==> src/rtl/audio_ratio_clkgen.sv <==
module audio_ratio_clkgen #(
  parameter int MW = 16,
  parameter int CHW = 9,
  parameter int BW = 6,
  parameter int NW = 9,
  parameter int PRES_LIMIT = 64
) (
  input  logic           clk,
  input  logic           rst_n,
  input  logic           mclk_en,
  input  logic [MW-1:0]  cfg_mult,
  input  logic [CHW-1:0] cfg_chans,
  input  logic [BW-1:0]  cfg_bits,
  input  logic [NW-1:0]  cfg_nfs_n,
  input  logic           cfg_nfs_inv,
  output logic           cfg_valid,
  output logic           mclk_ok,
  output logic           frame_en,
  output logic           bit_en,
  output logic           bclk_fall_en,
  output logic           bclk,
  output logic           nfs_clk,
  output logic [BW-1:0]  bit_idx,
  output logic [CHW-1:0] chan_idx
);

  localparam int PW  = CHW + BW;
  localparam int DW  = ((MW > PW) ? MW : PW) + 1;
  localparam int CTW = $clog2(MW + 1);
  localparam int PCW = $clog2(PRES_LIMIT + 1);
  localparam int CFW = MW + CHW + BW + NW + 1;

  typedef enum logic [1:0] {C_IDLE, C_DIVB, C_DIVN} calc_t;

  // configuration snapshot and change detect
  logic [CFW-1:0] cfg_now, cfg_q;
  logic [MW-1:0]  q_mult;
  logic [CHW-1:0] q_chans;
  logic [BW-1:0]  q_bits;
  logic [NW-1:0]  q_n;
  logic           q_inv;
  logic [PW-1:0]  bpf_now;
  logic           pre_ok;

  assign cfg_now = {cfg_mult, cfg_chans, cfg_bits, cfg_nfs_n, cfg_nfs_inv};
  assign {q_mult, q_chans, q_bits, q_n, q_inv} = cfg_q;
  assign bpf_now = PW'(cfg_chans) * PW'(cfg_bits);
  assign pre_ok = (cfg_mult != '0) && (cfg_chans != '0) && (int'(cfg_chans) <= 256) &&
                  (cfg_bits != '0) && (int'(cfg_bits) <= 32) && (cfg_nfs_n != '0);

  // shared restoring divider
  calc_t          cstate;
  logic [DW-1:0]  dv_rem, dv_den, dv_shift, r_fin;
  logic [MW-1:0]  dv_quo, q_fin;
  logic [CTW-1:0] dv_cnt;
  logic           dv_ge, dv_last, b_ok, n_ok;
  logic [MW-1:0]  p_per_n, p_nper_n;
  logic           pend;

  assign dv_shift = {dv_rem[DW-2:0], dv_quo[MW-1]};
  assign dv_ge    = dv_shift >= dv_den;
  assign r_fin    = dv_ge ? dv_shift - dv_den : dv_shift;
  assign q_fin    = {dv_quo[MW-2:0], dv_ge};
  assign dv_last  = dv_cnt == CTW'(MW - 1);
  assign n_ok     = b_ok && (r_fin == '0) && (q_fin != '0) && (int'(q_fin) <= 256);

  // active ratios and frame counters
  logic [MW-1:0]  a_mult, a_per, a_nper, hi_len, nhi_len;
  logic [BW-1:0]  a_bits;
  logic [CHW-1:0] a_chans;
  logic           a_inv, run;
  logic [MW-1:0]  f_cnt, ph_cnt, nd_cnt;
  logic [BW-1:0]  b_cnt;
  logic [CHW-1:0] c_cnt;
  logic           tick, f_last, ph_last, b_last, c_last, nd_last, load_now;

  assign tick     = mclk_en & run;
  assign f_last   = f_cnt == a_mult - 1'b1;
  assign ph_last  = ph_cnt == a_per - 1'b1;
  assign b_last   = b_cnt == a_bits - 1'b1;
  assign c_last   = c_cnt == a_chans - 1'b1;
  assign nd_last  = nd_cnt == a_nper - 1'b1;
  assign hi_len   = a_per - (a_per >> 1);
  assign nhi_len  = a_nper - (a_nper >> 1);
  assign load_now = pend & (~run | (tick & f_last));

  assign frame_en     = tick & (f_cnt == '0);
  assign bit_en       = tick & (ph_cnt == '0);
  assign bclk_fall_en = tick & (ph_cnt == hi_len);
  assign bit_idx      = b_cnt;
  assign chan_idx     = c_cnt;

  always_ff @(posedge clk or negedge rst_n) begin
    if (!rst_n) begin
      cfg_q     <= '0;
      cstate    <= C_IDLE;
      cfg_valid <= 1'b0;
      pend      <= 1'b0;
      dv_rem    <= '0;
      dv_quo    <= '0;
      dv_den    <= '0;
      dv_cnt    <= '0;
      b_ok      <= 1'b0;
      p_per_n   <= '0;
      p_nper_n  <= '0;
    end else if (cfg_now != cfg_q) begin
      cfg_q     <= cfg_now;
      cfg_valid <= 1'b0;
      pend      <= 1'b0;
      cstate    <= pre_ok ? C_DIVB : C_IDLE;
      dv_rem    <= '0;
      dv_quo    <= cfg_mult;
      dv_den    <= DW'(bpf_now);
      dv_cnt    <= '0;
    end else begin
      if (load_now) pend <= 1'b0;
      case (cstate)
        C_DIVB, C_DIVN: begin
          dv_rem <= r_fin;
          dv_quo <= q_fin;
          dv_cnt <= dv_cnt + 1'b1;
          if (dv_last) begin
            if (cstate == C_DIVB) begin
              b_ok    <= (r_fin == '0) && (int'(q_fin) >= 2);
              p_per_n <= q_fin;
              dv_rem  <= '0;
              dv_quo  <= q_mult;
              dv_den  <= DW'(q_n);
              dv_cnt  <= '0;
              cstate  <= C_DIVN;
            end else begin
              p_nper_n  <= q_fin;
              cfg_valid <= n_ok;
              pend      <= n_ok;
              cstate    <= C_IDLE;
            end
          end
        end
        default: ;
      endcase
    end
  end

  always_ff @(posedge clk or negedge rst_n) begin
    if (!rst_n) begin
      run     <= 1'b0;
      a_mult  <= '0;
      a_per   <= '0;
      a_nper  <= '0;
      a_bits  <= '0;
      a_chans <= '0;
      a_inv   <= 1'b0;
      f_cnt   <= '0;
      ph_cnt  <= '0;
      nd_cnt  <= '0;
      b_cnt   <= '0;
      c_cnt   <= '0;
    end else if (load_now) begin
      run     <= 1'b1;
      a_mult  <= q_mult;
      a_per   <= p_per_n;
      a_nper  <= p_nper_n;
      a_bits  <= q_bits;
      a_chans <= q_chans;
      a_inv   <= q_inv;
      f_cnt   <= '0;
      ph_cnt  <= '0;
      nd_cnt  <= '0;
      b_cnt   <= '0;
      c_cnt   <= '0;
    end else if (tick) begin
      f_cnt  <= f_last ? '0 : f_cnt + 1'b1;
      nd_cnt <= nd_last ? '0 : nd_cnt + 1'b1;
      if (ph_last) begin
        ph_cnt <= '0;
        if (b_last) begin
          b_cnt <= '0;
          c_cnt <= c_last ? '0 : c_cnt + 1'b1;
        end else begin
          b_cnt <= b_cnt + 1'b1;
        end
      end else begin
        ph_cnt <= ph_cnt + 1'b1;
      end
    end
  end

  always_ff @(posedge clk or negedge rst_n) begin
    if (!rst_n) begin
      bclk    <= 1'b0;
      nfs_clk <= 1'b0;
    end else if (!run) begin
      bclk    <= 1'b0;
      nfs_clk <= 1'b0;
    end else if (tick) begin
      bclk    <= ph_cnt < hi_len;
      nfs_clk <= (nd_cnt < nhi_len) ^ a_inv;
    end
  end

  // master tick presence
  logic [PCW-1:0] pres_cnt;

  always_ff @(posedge clk or negedge rst_n) begin
    if (!rst_n) begin
      pres_cnt <= PCW'(PRES_LIMIT);
      mclk_ok  <= 1'b0;
    end else if (mclk_en) begin
      pres_cnt <= '0;
      mclk_ok  <= 1'b1;
    end else if (int'(pres_cnt) < PRES_LIMIT) begin
      pres_cnt <= pres_cnt + 1'b1;
      if (int'(pres_cnt) + 1 >= PRES_LIMIT) mclk_ok <= 1'b0;
    end
  end

  AST_FRAME_STROBE_AT_ORIGIN: assert property (@(posedge clk) disable iff (!rst_n)
    frame_en |-> bit_en && (bit_idx == '0) && (chan_idx == '0));
  AST_FRAME_WRAP_ALIGNED: assert property (@(posedge clk) disable iff (!rst_n)
    tick && f_last |-> ph_last && b_last && c_last && nd_last);
  AST_BCLK_RISE_ON_BIT: assert property (@(posedge clk) disable iff (!rst_n)
    $rose(bclk) |-> $past(bit_en));
  AST_ACTIVE_RATIOS_REAL: assert property (@(posedge clk) disable iff (!rst_n)
    run |-> (int'(a_per) * int'(a_bits) * int'(a_chans) == int'(a_mult)) && (int'(a_per) >= 2) &&
            (a_nper != '0) && (int'(a_nper) <= 256));
  AST_RELOAD_AT_BOUNDARY: assert property (@(posedge clk) disable iff (!rst_n)
    run && $past(run) && !$stable(a_mult) |-> $past(mclk_en && (f_cnt == a_mult - 1'b1)));
  AST_IDLE_UNTIL_LOADED: assert property (@(posedge clk) disable iff (!rst_n)
    !run |-> !frame_en && !bit_en && !bclk);
  AST_TICK_SEEN: assert property (@(posedge clk) disable iff (!rst_n)
    mclk_en |=> mclk_ok);

endmodule

==> config.mk <==
export PLATFORM = sky130hd
export DESIGN_NAME = audio_ratio_clkgen
export DESIGN_NICKNAME = d
export VERILOG_FILES = /design/src/rtl/audio_ratio_clkgen.sv
export SDC_FILE = /design/constraint.sdc
export NUM_CORES = 1
export LEC_CHECK = 0
export ABC_AREA = 1
export CORE_MARGIN = 5
export CORE_UTILIZATION = 46
export DETAILED_ROUTE_END_ITERATION = 6
export GPL_TIMING_DRIVEN = 0
export HOLD_SLACK_MARGIN = 0.08
export PLACE_DENSITY = 0.62
export SYNTH_ARGS = -nofsm -noshare
export SYNTH_HDL_FRONTEND = slang
export SYNTH_SLANG_ARGS = --single-unit
==> constraint.sdc <==
create_clock -name clk -period 5.3 [get_ports clk]
set_input_delay 1.06 -clock clk [delete_from_list [all_inputs] [get_ports clk]]
set_output_delay 1.06 -clock clk [all_outputs]
set_load 0.02 [all_outputs]
# ---- Yosys cells after proc, flatten, opt, wreduce, memory -nomap -nowiden
# Cells that the tools add are included.
dict set report word_totals {
  regBits 270
  latchBits 0
  ramBits 0
  mem_bits_ro 0
  out_inout_bits 22
  n_memories 0
}
dict set report classes {
  add_sub_neg 16
  n_mul 1
  div 0
  magnitude_cmp 9
  n_eq_ne 12
  shift 0
  muxes 58
  n_bitwise 11
  n_reduce_logical 34
}
# cell n
set op_table {}
lappend op_table {{$mux 16} 17}
lappend op_table {{$mux 17} 5}
lappend op_table {{$eq 16x16->1} 4}
lappend op_table {{$add 16x1->16 const B} 3}
lappend op_table {{$sub 16x1->16 const B} 3}
lappend op_table {{$mux 9} 5}
lappend op_table {{$ne 41x41->1} 1}
lappend op_table {{$logic_not 16->1} 2}
lappend op_table {{$lt 16x16->1} 2}
lappend op_table {{$reduce_bool 16->1} 2}
lappend op_table {{$sub 16x15->16} 2}
lappend op_table {{$mux 6} 4}
lappend op_table {{$mux 5} 4}
lappend op_table {{$reduce_bool 9->1} 2}
lappend op_table {{$ge 17x17->1} 1}
lappend op_table {{$logic_not 17->1} 1}
lappend op_table {{$mux 1} 17}
lappend op_table {{$sub 17x17->17} 1}
lappend op_table {{$ge 16x2->1 const B} 1}
lappend op_table {{$le 16x9->1 const B} 1}
lappend op_table {{$reduce_bool 2->1} 8}
lappend op_table {{$mul 9x6->15} 1}
lappend op_table {{$mux 7} 2}
lappend op_table {{$add 9x1->9 const B} 1}
lappend op_table {{28 further kinds} 51}

# ---- Logic depth before layout (Yosys ltp)
# Gate-level depths: netlist of the first run.
dict set report depth {
  depth_word 10
  depth_mapped 21
}

# ---- Worst setup path after synthesis of the first run
# No wires, ideal clock.
dict set report synth_timing {
  kind {input -> register}
  from {input port cfg_bits[5]}
  to {register dv_den[12]}
  setup_time_ps 138
  t_arrival_ps 4338
  required_ps 5162
  path_slack_ps 825
  path_stages 14
  cell_sequence {buf_1 > nand2_1 > fa_1 > inv_1 > fa_1 > fa_1 > ha_1 > a21oi_1 > o21ai_0 > a21oi_1 > or2_2 > a21oi_1 > xor2_1 > o22ai_1}
}
dict set report synth_between {
  elab_chain_len 3
  elab_cells_between_ends 7
}
# element line
set synth_lines {}
lappend synth_lines {{start, declared} 13} ;# input logic [BW-1:0] cfg_bits,
lappend synth_lines {{parallel branches: the longest is 3 deep, another holds $mul 9x6->15} n/a}
lappend synth_lines {{end signal, assigned} 113} ;# dv_den <= DW'(bpf_now);
lappend synth_lines {{end signal, assigned} 128} ;# dv_den <= DW'(q_n);
lappend synth_lines {{end, declared} 53} ;# logic [DW-1:0] dv_rem, dv_den, dv_shift, r_fin;
# Several ways; the timed one is not identified.
# A chain may end at the register's enable or synchronous reset.

# ---- Worst setup path in the final report of the first run
dict set report layout_timing {
  from {input port cfg_bits[2]}
  to {register dv_den[11]}
}
# The elaborated chain is that of the path after synthesis.

==> impl_metrics.ini, run 1 <==
[floorplan]
num_io_pins = 66
rows = 75
core_sq_um = 41950
start_util_pct = 46.50
die_w_um = 215.9
fp.dieArea_sq_um = 46620
dieHeight_um = 215.9

[clocking]
clock_latency_ns = 0.58
cts_tree = yes
cts_max_level = 1
clock_sink_count = 268
numCtsBuffers = 31
clk_pin_slew_worst_paths_ns = 0.06
ctsHoldBuffers = 0
cts.path.max_buffers = 3
cts-root-buf = clkbuf_16

[timing]
hold_ws_ns = 0.3952
fmax_mhz = 196.3
relSlewSlack_pct = 30.39
fin_crit_ns = 5.093
tns_ns = 0
final.period_utilization_pct = 96.10
finalHoldViolations = 0
slew_viol_final = 0
finalSetupViolations = 0
skew_ns = 0.01501
fin_ws_ns = 0.2068
worst_pin_slew_ns = 1.035

[yosys]
synthAdderAreaFrac_pct = 12.91
ys_async_sr_fraction_pct = 100.0
synthesis.area_sq_um = 19510
yosysWarnings = 0
avgSynthCellArea_sq_um = 7.638
yosys.area_share.simple_pct = 22.57
synthXorXnorAreaFrac_pct = 9.724
synth-main-ff-cell = dfrtp_1
synth.lib_cells_used.distinct = 53
synth.area.mux_share_pct = 0.05131
synth_top_area_share_pct = 34.25
ys_seq_elements = 268
syn-num-nets = 2780
synth_area_leaders = dfrtp_1 34%, nand2_1 11%, ha_1 9.6%
synth-edff-count = 0
synth_top_family_by_area = simple AND/OR/NAND/NOR gates
synth-compound-area-share_pct = 10.58
post-synth-top-area-cell = dfrtp_1
ys_seq_area_share_pct = 34.39
syn_inst = 2554

[worst_setup_path]
crit_type = in2reg
rrSetupSlack_ns = 1.83
crit_arrival_ns = 5.53
critPathLaunch = cfg_bits[2]
r2r_end = nfs_clk$_DFFE_PN0P_
worstPathRequired_ns = 5.74
critPathMaxFanout = 10
reg2reg_from = a_nper[0]$_DFFE_PN0N_
critPathCaptureType = flop
start_kind = primary input
rr_worst_depth = 15

[routing]
routedWlPerCell_um = 16.87
viasPerCell = 5.317
postRouteAntennaNets = 0
wl_met2_um = 25370
drt-met1-wl_um = 24890
drcViolationCount = 0
drt-total-wl_um = 54160
drtPass1Iterations = 6
vias = 17070
drtIter0Drc = 1227
maxUsedRoutingLayer = met4
wl_met3_um = 2386

[place]
gp_congestion = 0.9819
hpwl_um = 42700
dp_slack_ns = -0.3732
numPortBuffers = 56

[job]
drv_cap = 0

[hold_path]
hp-class = in2async

[run_status]
status = finished clean

[power_and_ir_drop]
fin_total_pwr_uw = 5381
ir_drop_mv = 0.2580
p_per_area_nw_per_um2 = 245.2
p_leak_uw = 0.01119

[global_route]
grt_pass1_vias = 16760
antenna_found_initial = 1
grt_max_degree = 128
grt_pass1_wl_um = 87880
track_usage_pct = 22.86
overflow = 0

[finish]
final_layout_size_suffix_gt1_share_pct = 4.419
synthToLayoutAreaGrowth_pct = 12.49
nets = 2872
layout_common_cells = 558 x nand2_1, 370 x inv_1, 267 x dfrtp_1
final_common_cell = nand2_1
==> worst max-delay path, cell delays in order <==
cell and delay [ns]:
clkdlybuf4s50_1 0.58, clkbuf_1 0.48, nand2_1 0.16, fa_1 0.56
inv_1 0.05, fa_1 0.46, fa_1 0.52, ha_1 0.35
a21oi_1 0.20, o21ai_0 0.13, a21oi_1 0.18, nor2_1 0.08
o21ai_0 0.16, nand2_1 0.08, o21ai_0 0.34, o21ai_0 0.14
==> logic make-up (layout without fill, tap and decap cells) <==
group,count (synthesis),after routing
XOR/XNOR,215,215
buffers and inverters,492,608
multiplexers,1,1
AND/OR/NAND/NOR,1030,1030
other,0,1
AO/OA/AOI/OAI,366,366
flip-flops,268,268
adder cells (fa/ha/maj),182,182
==> registers in the layout, indices dropped and copies added, names as in the netlist, 9 cells and up <==
signal and flops:
a_chans 9, a_mult 16, a_nper 16, a_per 16
cfg_q 41, chan_idx 9, dv_den 15, dv_quo 16
dv_rem 16, f_cnt 16, nd_cnt 16, p_nper_n 16
p_per_n 16, ph_cnt 16
==> worst max path at each step <==
| stage | slack, ns | to | depth (start not counted) |
|---|---|---|---|
| 6_report | 0.21 | dv_den[11]$_DFFE_PN0P_ | 16 |
| 5_1_grt | -0.003 | bclk_fall_en | 20 |
| 4_1_cts | 0.05 | bclk_fall_en | 20 |
| 3_5_place_dp | -0.37 | dv_den[12]$_DFFE_PN0P_ | 15 |
| 3_3_place_gp | -8.67 | chan_idx[5]$_DFFE_PN0P_ | 1 |
| 2_1_floorplan | 0.82 | dv_den[12]$_DFFE_PN0P_ | 14 |
==> where the power goes <==
part,switching (uW),leakage (uW),internal (uW)
sequential,37.4,0.00312,2120
combinational,605,0.00752,322
clock,874,0.000543,1430
==> Yosys cell counts, types with 4 or more instances <==
cell / number
dfrtp_1: 267
inv_2: 5
or2_2: 7
inv_1: 370
xnor2_1: 47
nor2_2: 4
o2111ai_1: 14
nor4_1: 19
fa_1: 32
a31oi_1: 5
ha_1: 150
o221ai_1: 6
xor2_1: 167
o21ai_0: 122
o22ai_1: 22
nand3_1: 160
o31ai_1: 6
nand2_2: 5
nor3_1: 40
o21ai_1: 17
buf_1: 6
a211oi_1: 7
o211ai_1: 20
a21oi_1: 136
buf_2: 23
clkbuf_1: 82
nand2_1: 558
nand4_1: 51
nor2_1: 169
==> routing by layer <==
layer  GRT usage [%]  vias up
li1                -     8403
met1           31.72     8153
met2           38.55      420
met3           2.452       90
met4           5.745        0
met5               0        -
==> timing repair <==
| item | CTS | global route |
|---|---|---|
| setup endpoints to repair | 1 | 2 |
| endpoints found under the hold margin | 0 | 0 |
| gates resized for setup | 9 | 8 |
| buffers inserted | 0 | 1 |
==> layout make-up <==
type | instances | area, sq um
fill | 4058 | 20000
multi-input combinational | 1794 | 10930
sequential | 268 | 6708
inverter | 375 | 1408
clock buffer | 46 | 912.1
tap | 539 | 674.4
timing repair buffer | 59 | 625.6
buffer | 117 | 500.5
clock inverter | 11 | 187.7
antenna | 1 | 2.502
==> through the flow <==
step | cells | util (%) | instance area [sq um]
floorplan | 2554 | - | 19510
global placement | 3149 | 49.45 | 20740
detailed placement | 3151 | 49.59 | 20800
CTS | 3208 | 52.25 | 21920
global route | 3210 | 52.31 | 21940
finish | 3210 | 52.31 | 21940
(Power assumes the default switching activity.)
==> inputs of run 2 (changes only) <==
- CORE_MARGIN: 5 -> 3
==> run 2 against run 1 <==
Effect of this change: highest routed layer unchanged; register-to-register slack lost 0.10 ns; power increased by 0.20%; core utilization grew 0.74 points.
==> impl_metrics.ini, run 2 (synthesized netlist as in run 1, its figures left out) <==
[run_status]
status = finished clean

[worst_setup_path]
slowest_stage = dfrtp_1
critPathCaptureType = output pin
cpMostUsedCell = nand2_1
worstPathCellList = inv_1 > ha_1 > inv_1 > a21oi_1 > nand2_1 > nand2_1 > nand2_1 > a21oi_2 > o21ai_2 > a21boi_2 > o21ai_1 > nand2_1 > nand2_1 > nand2_1 > nand2_1 > ha_1 > nand3_1 > nor3_4 > and3_4 > buf_2
path_delay_family = simple AND/OR/NAND/NOR gates
worstPathRequired_ns = 4.24
critPathMaxFanout = 4
crit_type = reg2out
crit_buf_inv = 3
cpPeakStageDelay_ns = 0.44
start_kind = flop
crit_arrival_ns = 3.97

[routing]
postRouteAntennaNets = 0
routedWlPerCell_um = 17.03
drt-total-wl_um = 54600
viasPerCell = 5.301
drtIter0Drc = 1175
vias = 17000
drtPass1Iterations = 5
drcViolationCount = 0

[global_route]
grt_pass1_wl_um = 88420
grt_max_degree = 121
track_usage_pct = 24.51
overflow = 0
antenna_found_initial = 0
grt_pass1_vias = 16620

[clocking]
cts.path.max_buffers = 3
clock_latency_ns = 0.59
numCtsBuffers = 31
cts_tree = yes
clock_sink_count = 268
cts_max_level = 1
cts-root-buf = clkbuf_16
ctsHoldBuffers = 0
clk_pin_slew_worst_paths_ns = 0.07

[place]
numPortBuffers = 56
gp_congestion = 0.9369
hpwl_um = 42800

[timing]
relSlewSlack_pct = 30.40
rsz0062_at_grt = no
fmax_mhz = 198.7
finalHoldViolations = 0
slew_viol_final = 0
skew_ns = 0.01891
fin_crit_ns = 5.032
worst_pin_slew_ns = 1.034
final.period_utilization_pct = 94.94
finalSetupViolations = 0
hold_ws_ns = 0.4148

[finish]
final_common_cell = nand2_1
final_layout_size_suffix_gt1_share_pct = 4.862
diodes = 0
layout_common_cells = 558 x nand2_1, 369 x inv_1, 267 x dfrtp_1
nets = 2875
synthToLayoutAreaGrowth_pct = 12.57
regMostFlops = cfg_q
largest_register_ffs = 41

[hold_path]
hp-class = in2async

[floorplan]
core_sq_um = 41390
fp.dieArea_sq_um = 44910
start_util_pct = 47.13
num_io_pins = 66
dieHeight_um = 211.9
die_w_um = 211.9
rows = 74

[power_and_ir_drop]
switching_share_pct = 29.11
p_leak_uw = 0.01120
p_seq_share_pct = 39.9
fin_total_pwr_uw = 5392
p_per_area_nw_per_um2 = 245.6
ir_drop_mv = 0.2808
pwr-share-clk_pct = 42.9
combinationalPowerShare_pct = 17.2
p_int_uw = 3823
p_switching_uw = 1570

[job]
drv_cap = 0
-- run 2: cell types whose count changed in the layout (fill, tap and decap cells not counted), moves of 2 or more --
cell        before  now
clkinvlp_4       0    3
buf_4            3    6
clkinv_2         4    6
clkbuf_2         2    4
clkbuf_1        89   82
-- run 2: layout make-up --
cell class	count	area, sq um
Clock inverter	16	201.4
Timing Repair Buffer	62	645.6
Fill cell	4012	19430
Buffer	117	503.0
Sequential cell	268	6708
Tap cell	532	665.6
Multi-Input combinational cell	1794	10930
Clock buffer	42	897.1
Inverter	375	1408
-- run 2: worst paths after layout --
check | start | to | slack [ns] | cells after the start
max | a_per[3]$_DFFE_PN0N_ | bclk_fall_en | 0.27 | 20
min | rst_n | dv_rem[1]$_DFFE_PN0P_ | 0.41 | 1
max in group asynchronous | rst_n | bit_idx[2]$_DFFE_PN0P_ | 3.87 | 2
max reg2reg | a_nper[0]$_DFFE_PN0N_ | nfs_clk$_DFFE_PN0P_ | 1.73 | 19
min in group clk | mclk_ok$_DFFE_PN0P_ | mclk_ok$_DFFE_PN0P_ | 0.49 | 2
min reg2reg | mclk_ok$_DFFE_PN0P_ | mclk_ok$_DFFE_PN0P_ | 0.49 | 2
-- run 2: timing repair --
action,CTS,global route
resized for setup,10,14
buffers inserted,0,4
cloned,0,0
setup endpoints to repair,1,2
pin swaps,0,2
-- run 2: metal layers --
layer	global-route usage, %	wire [um]
met2	40.93	25850
met5	0	0
met4	5.727	1285
met1	34.30	25080
met3	2.756	2377
-- run 2: power groups by stage --
stage	Combinational, uW	Clock, uW	Sequential (uW)
after floorplan	616	0	2180
after CTS	940	2350	2150
after global routing	1060	2420	2160
final	929	2310	2150
after detailed placement	931	0	2190
after global placement	907	0	2190
-- run 2: stage by stage --
step	TNS, ns	setup WS [ns]	util, %	cell area (sq um)	instances
after floorplan	0	0.8246	-	19510	2554
after global placement	-2339.55	-8.767	50.09	20730	3142
after detailed placement	-1.336	-0.3748	50.24	20790	3144
after CTS	0	0.008921	52.94	21910	3202
after global routing	0	0.00004841	53.06	21960	3206
final	0	0.2684	53.06	21960	3206
